## config.mk

```make
export PLATFORM = sky130hd
export DESIGN_NAME = sikey_top
export DESIGN_NICKNAME = d
export VERILOG_FILES = /design/src/rtl/sikey_pkg.sv /design/src/rtl/sikey_decide.sv /design/src/rtl/sikey_delay.sv /design/src/rtl/sikey_top.sv
export SDC_FILE = /design/constraint.sdc
export NUM_CORES = 1
export LEC_CHECK = 0
export ABC_AREA = 0
export BUFFER_PORTS_ARGS = -buffer_cell sky130_fd_sc_hd__buf_4
export CAP_MARGIN = 25
export CORE_MARGIN = 5
export CORE_UTILIZATION = 44
export DETAILED_ROUTE_END_ITERATION = 7
export GPL_TIMING_DRIVEN = 1
export MAX_ROUTING_LAYER = met4
export PLACE_DENSITY_LB_ADDON = 0.15
export SYNTH_ARGS = -nofsm -noshare
export SYNTH_HDL_FRONTEND = slang
export SYNTH_SLANG_ARGS = --single-unit
```

## constraint.sdc

```tcl
create_clock -name clk -period 1.3 [get_ports clk]
set_input_delay 0.195 -clock clk [delete_from_list [all_inputs] [get_ports clk]]
set_output_delay 0.195 -clock clk [all_outputs]
set_load 0.01 [all_outputs]
```

## src/rtl/sikey_pkg.sv

```systemverilog
package sikey_pkg;
  typedef enum logic [1:0] {
    KEY_NONE   = 2'b00,
    KEY_RSVD   = 2'b01,
    KEY_BORDER = 2'b10,
    KEY_CHROMA = 2'b11
  } key_mode_e;
endpackage

```

## src/rtl/sikey_decide.sv

```systemverilog
module sikey_decide
  import sikey_pkg::*;
#(
  parameter int COLOR_W = 12
) (
  input  logic               clk,
  input  logic               rst,
  input  logic               key_en,
  input  logic [1:0]         key_mode,
  input  logic               fallback_lvl,
  input  logic               blank,
  input  logic [COLOR_W-1:0] pix_color,
  input  logic [COLOR_W-1:0] border_color,
  input  logic [COLOR_W-1:0] ckey_color,
  output logic               dec_q
);
  logic      pix_ne_border;
  logic      pix_ne_ckey;
  logic      border_black;
  logic      dec_d;
  key_mode_e mode;

  assign mode          = key_mode_e'(key_mode);
  assign pix_ne_border = (pix_color != border_color);
  assign pix_ne_ckey   = (pix_color != ckey_color);
  assign border_black  = (border_color == '0);

  always_comb begin
    dec_d = fallback_lvl;
    unique case (mode)
      KEY_BORDER: if (border_black) dec_d = pix_ne_border;
      KEY_CHROMA: dec_d = pix_ne_ckey;
      default:    dec_d = fallback_lvl;
    endcase
    if (!key_en || blank) dec_d = 1'b0;
  end

  always_ff @(posedge clk) begin
    if (rst) dec_q <= 1'b0;
    else     dec_q <= dec_d;
  end
endmodule

```

## src/rtl/sikey_delay.sv

```systemverilog
module sikey_delay #(
  parameter int SEL_W = 5
) (
  input  logic             clk,
  input  logic             rst,
  input  logic             din,
  input  logic [SEL_W-1:0] sel,
  output logic             dout
);
  localparam int TAPS = 1 << SEL_W;

  logic [TAPS-2:0] line_q;
  logic [TAPS-1:0] taps;

  assign taps = {line_q, din};

  generate
    if (TAPS > 2) begin : g_long
      always_ff @(posedge clk) begin
        if (rst) line_q <= '0;
        else     line_q <= {line_q[TAPS-3:0], din};
      end
    end else begin : g_short
      always_ff @(posedge clk) begin
        if (rst) line_q <= '0;
        else     line_q <= din;
      end
    end
  endgenerate

  always_ff @(posedge clk) begin
    if (rst) dout <= 1'b0;
    else     dout <= taps[sel];
  end
endmodule

```

## src/rtl/sikey_top.sv

```systemverilog
module sikey_top #(
  parameter int COLOR_W = 12,
  parameter int PHASE_W = 5
) (
  input  logic               clk,
  input  logic               rst,
  input  logic               key_en,
  input  logic [1:0]         key_mode,
  input  logic               fallback_lvl,
  input  logic               blank,
  input  logic [PHASE_W-1:0] phase_dly,
  input  logic [COLOR_W-1:0] pix_color,
  input  logic [COLOR_W-1:0] border_color,
  input  logic [COLOR_W-1:0] ckey_color,
  output logic               ys_out
);
  logic dec_q;

  sikey_decide #(.COLOR_W(COLOR_W)) decide_i (
    .clk          (clk),
    .rst          (rst),
    .key_en       (key_en),
    .key_mode     (key_mode),
    .fallback_lvl (fallback_lvl),
    .blank        (blank),
    .pix_color    (pix_color),
    .border_color (border_color),
    .ckey_color   (ckey_color),
    .dec_q        (dec_q)
  );

  sikey_delay #(.SEL_W(PHASE_W)) delay_i (
    .clk  (clk),
    .rst  (rst),
    .din  (dec_q),
    .sel  (phase_dly),
    .dout (ys_out)
  );
endmodule

```

* Word level (Yosys, flattened, before mapping)
Index checks and enable logic that the tools add are counted.
Operators by class: $lt $le $gt $ge 1, equality and inequality tests 4, multiplexer cells 4, reductions and logical operators 4
Operators by type and width (number):
- != test 12 bit | 2
- zero test 12 bit | 1
- < comparator 5 x 6 -> 1 bit, second input constant | 1
- binary-select mux 1 bit (select 5 bit) | 1
- equality test 2 bit, second input constant | 2
- 2-to-1 mux 1 bit | 2
- case mux 1 bit (2 select lines) | 1
- OR reduction 2 bit | 1
- zero test 1 bit | 1
- logical OR 1 bit | 1
Storage, ports and cells: flip-flop bits (word level) 33, input port bits 48, output and inout port bits 1, logic and storage cells 16

* Depth between registers and ports, before layout
depth after elaboration 3, mapped depth 6, depth with buffers taken out 5

* By module
Synthesis repeated with hierarchy kept, for this count alone.
Second synthesis, totals: cells, all modules 132, area total of the unflattened synthesis 1503.9 sq um
Modules (own cells, without submodules):
- sikey_delay | times used 1, cells each 89, area an instance 1156.1 sq um, sequential area each 640.6 sq um
- sikey_decide | times used 1, cells each 43, area an instance 347.8 sq um, sequential area each 20.0 sq um

* Least setup slack after synthesis
OpenSTA, ideal clock, no wires.
path kind input-to-reg, from in phase_dly[0], to reg delay_i.dout, setup time 0.125 ns, data arrival time 1.192 ns, required time 1.175 ns, path slack -0.017 ns, cell stages on the path 6, path buffers 1, cell sequence buf_6 -> mux4_1 -> nor2_1 -> nor2_1 -> o31ai_1 -> a31oi_1
Between the ends: word-level cells in the longest chain between the ends 2
RTL lines:
- start, declared | line sikey_top.sv:11 | input logic [PHASE_W-1:0] phase_dly,
- binary-select mux 1 bit (select 5 bit) | line sikey_delay.sv:33 | else dout <= taps[sel];
- 2-to-1 mux 1 bit (implied by the code) | line sikey_delay.sv:33
- end signal, assigned | line sikey_delay.sv:33
- end, declared | line sikey_delay.sv:8 | output logic dout
Every way passes these cells. The select of a mux whose other input is x is not followed. A chain may end at the register's enable or synchronous reset.

* Final worst setup path
from reg delay_i.line_q[6], to reg delay_i.dout
Between the ends: word-level cells in the longest chain between the ends 2
RTL lines:
- start, declared | line sikey_delay.sv:12 | logic [TAPS-2:0] line_q;
- start signal, assigned | line sikey_delay.sv:21 | else line_q <= {line_q[TAPS-3:0], din};
- binary-select mux 1 bit (select 5 bit) | line sikey_delay.sv:33
- 2-to-1 mux 1 bit (implied by the code) | line sikey_delay.sv:33
Every way passes these cells. The select of a mux whose other input is x is not followed.

==> reports/results.tsv <==
metric	value	unit
largest net degree at the start of global routing	22	
worst slew pin tran	300.7	ps
ratio of cells with drive above 1 in the final layout	37.17	%
first-pass GRT wire length	5.402	mm
Post-Synth Adder-Cell Area	0	%
Num CTS Buffers	5	
I/O Buffers	48	
Post-Syn Nets	183	
Die Footprint	4624	um^2
final RePlAce weighted congestion	0.8446	
grt ovf	0	
Power Total	2.085	mW
Startpoint Class	register	
status	finished with violations	
worst r2r path cells	5	
fin crit period	1347	ps
Compound-Gate Fraction of Synth Area	3.719	%
Crit Path Category	register to register	
initial antenna violation count	0	
DRC	0	
sequential share of the synthesized area	44.63	%
P&R area growth vs syn	34.66	%
Placed Cells	228	
Post-Synthesis Cells	135	
crit share post-route	103.6	%
Clock Sinks	33	
H-tree depth	2	
Die X	68	um
Final Hold Viols	0	
slowest stage delay, CP	470	ps
Max Cap Violations	0	
gr usage total	16.37	%
vias per cell	4.823	
DRT iter0 DRCs	74	
final worst slack	-47.03	ps
HP Class	input port to register	
Sum Neg Setup Slack	-47.03	ps
Slew Limit Fails	0	
Root Driver	clkbuf_4	
syn_area_per_cell	10.96	um^2
Filler cells	278	
clk_skew	12.84	ps
maximum fanout along the worst path	2	
Yosys cell types	25	
routed len/inst	14.10	um
synth warn	0	
commonest non-fill, non-tap cells in the layout	buf_4, nor2b_1, dfxtp_1, xnor2_1, xor2_1	
simple-gate share of the synthesized area	21.22	%
Slew HR	79.77	%
leading cell type in the layout, fill and taps excluded	buf_4	
Die H	68	um
slowest stage cell, crit path	mux4_2	
Synth Area in XOR/XNOR	14.20	%
Worst R2R Setup Slack	-50	ps
total power per unit cell area	1046	nW/um^2
largest family of logic cells by synthesized area	simple AND/OR/NAND/NOR gates	
Final ANT Viol Nets	0	
worst-case hold slack	69.02	ps
Clock Path Buffers	2	
DR pass1 iterations	4	
R2R Path End	delay_i.dout	
Worst setup EP type	register	
IO Pins	49	
hold path startpoint	phase_dly[4]	
CTS clk-pin slew, worst paths	100	ps
worst vdd ir	0.6014	mV
crit path from	delay_i.line_q[6]	
n_diodes	0	
core box area	3284	um^2
#FFs+latches synth	33	
row count	21	
crit-path cells	mux4_2 > nor2_2 > nor2_1 > o31ai_1 > a31oi_1	
CP Capture Point	delay_i.dout	
Lkg Pwr	0.8429	nW
fmax	0.7424	GHz
final setup fails	1	
Finished Layout Cells	237	
nets	238	
worst reg2reg startpoint	delay_i.line_q[6]	
Detail Placement HPWL	2.687	mm
Post-Syn Area	1480	um^2
CTS tree	done	
Initial Util	45.07	%
total routed wirelength	3.342	mm
routed vias	1143	
mux share of post-synthesis cell area	13.69	%
failing checks	setup timing	
worst-skew pair later-pin latency	330	ps
Critical Path RT	1520	ps
vias in the first global route	1211	
CP arrival	1570	ps
RSZ-0062 raised after global routing	true	
-- cells in the mapped netlist --
cell type	n	share of area, %
buf_6	1	0.76
nand4_1	4	1.7
nor2_1	4	1.0
mux2i_1	3	2.0
o21ai_0	1	0.34
a311oi_1	1	0.59
buf_4	1	0.51
o21a_1	1	0.51
inv_1	2	0.51
nand2_1	4	1.0
nor3b_1	1	0.51
mux4_1	4	7.1
nand3_1	1	0.34
nor4_1	6	2.5
dfxtp_1	33	45
clkbuf_1	3	0.76
nor4b_1	1	0.59
and3_1	1	0.42
a31oi_1	3	1.3
xnor2_1	12	7.1
mux4_2	3	4.6
nor2b_1	31	13
xor2_1	12	7.1
o31ai_1	1	0.51
o211ai_1	1	0.51
-- registers in the layout, indices dropped and copies added (netlist names) --
name,flops
decide_i.dec_q,1
delay_i.dout,1
delay_i.line_q,31
-- how the worst min path moves through the flow --
stage	end	slack, ps	depth (start not counted)
floorplan	delay_i.line_q[30]	270	1
global placement	delay_i.dout	400	2
detailed placement	delay_i.dout	420	2
CTS	delay_i.dout	50	2
global route	delay_i.dout	40	2
finish	delay_i.dout	70	2
-- where the power goes --
group	switching [mW]	total, mW	internal (mW)
clock network	0.333	0.793	0.459
logic	0.112	0.275	0.163
registers	0.00222	1.02	1.01
-- cells by family after synthesis --
logic type | count (synthesis)
flip-flops | 33
AO/OA/AOI/OAI | 8
XOR/XNOR | 24
AND/OR/NAND/NOR | 53
multiplexers | 10
buffers and inverters | 7
-- worst max-delay path: cells and delay by family, from the launching register on --
family           cells  cell delay [ps]
flip-flops           1              330
AND/OR/NAND/NOR      2              140
AO/OA/AOI/OAI        2              300
multiplexers         1              470
-- final cells by class --
| class | count | area, um^2 | share of cell area [%] |
|---|---|---|---|
| Sequential cell | 33 | 665.6 | 33.40 |
| Inverter | 2 | 7.507 | 0.3766 |
| Tap cell | 46 | 57.56 | 2.888 |
| Clock buffer | 7 | 55.05 | 2.762 |
| Clock inverter | 1 | 30.03 | 1.507 |
| Timing Repair Buffer | 53 | 397.9 | 19.96 |
| Multi-Input combinational cell | 95 | 779.5 | 39.11 |
-- routing by layer --
layer / part of all wire, % / wire length [um] / up-vias / track usage, %
met1: 41 / 1364 / 525 / 18.16
met5: 0 / 0 / - / -
met4: 0.54 / 18 / 0 / 5.211
met3: 5.5 / 185 / 4 / 5.090
met2: 53 / 1774 / 32 / 27.92
li1: - / - / 582 / -
-- stage by stage --
step,utilization (%),setup WS [ps],area [um^2]
after floorplan,-,5.322,1473
after global placement,57.56,-34.83,1891
after detailed placement,57.56,-66.91,1891
after CTS,60.19,-12.35,1977
after global routing,60.69,-101.3,1993
final,60.69,-47.03,1993
-- what timing repair did --
action | in CTS | in global routing
setup endpoints to repair | 1 | 1
hold buffers | 0 | 0
pin swaps | 1 | 2
setup buffers | 0 | 1
resized for setup | 1 | 5
(Power assumes the default switching activity.)
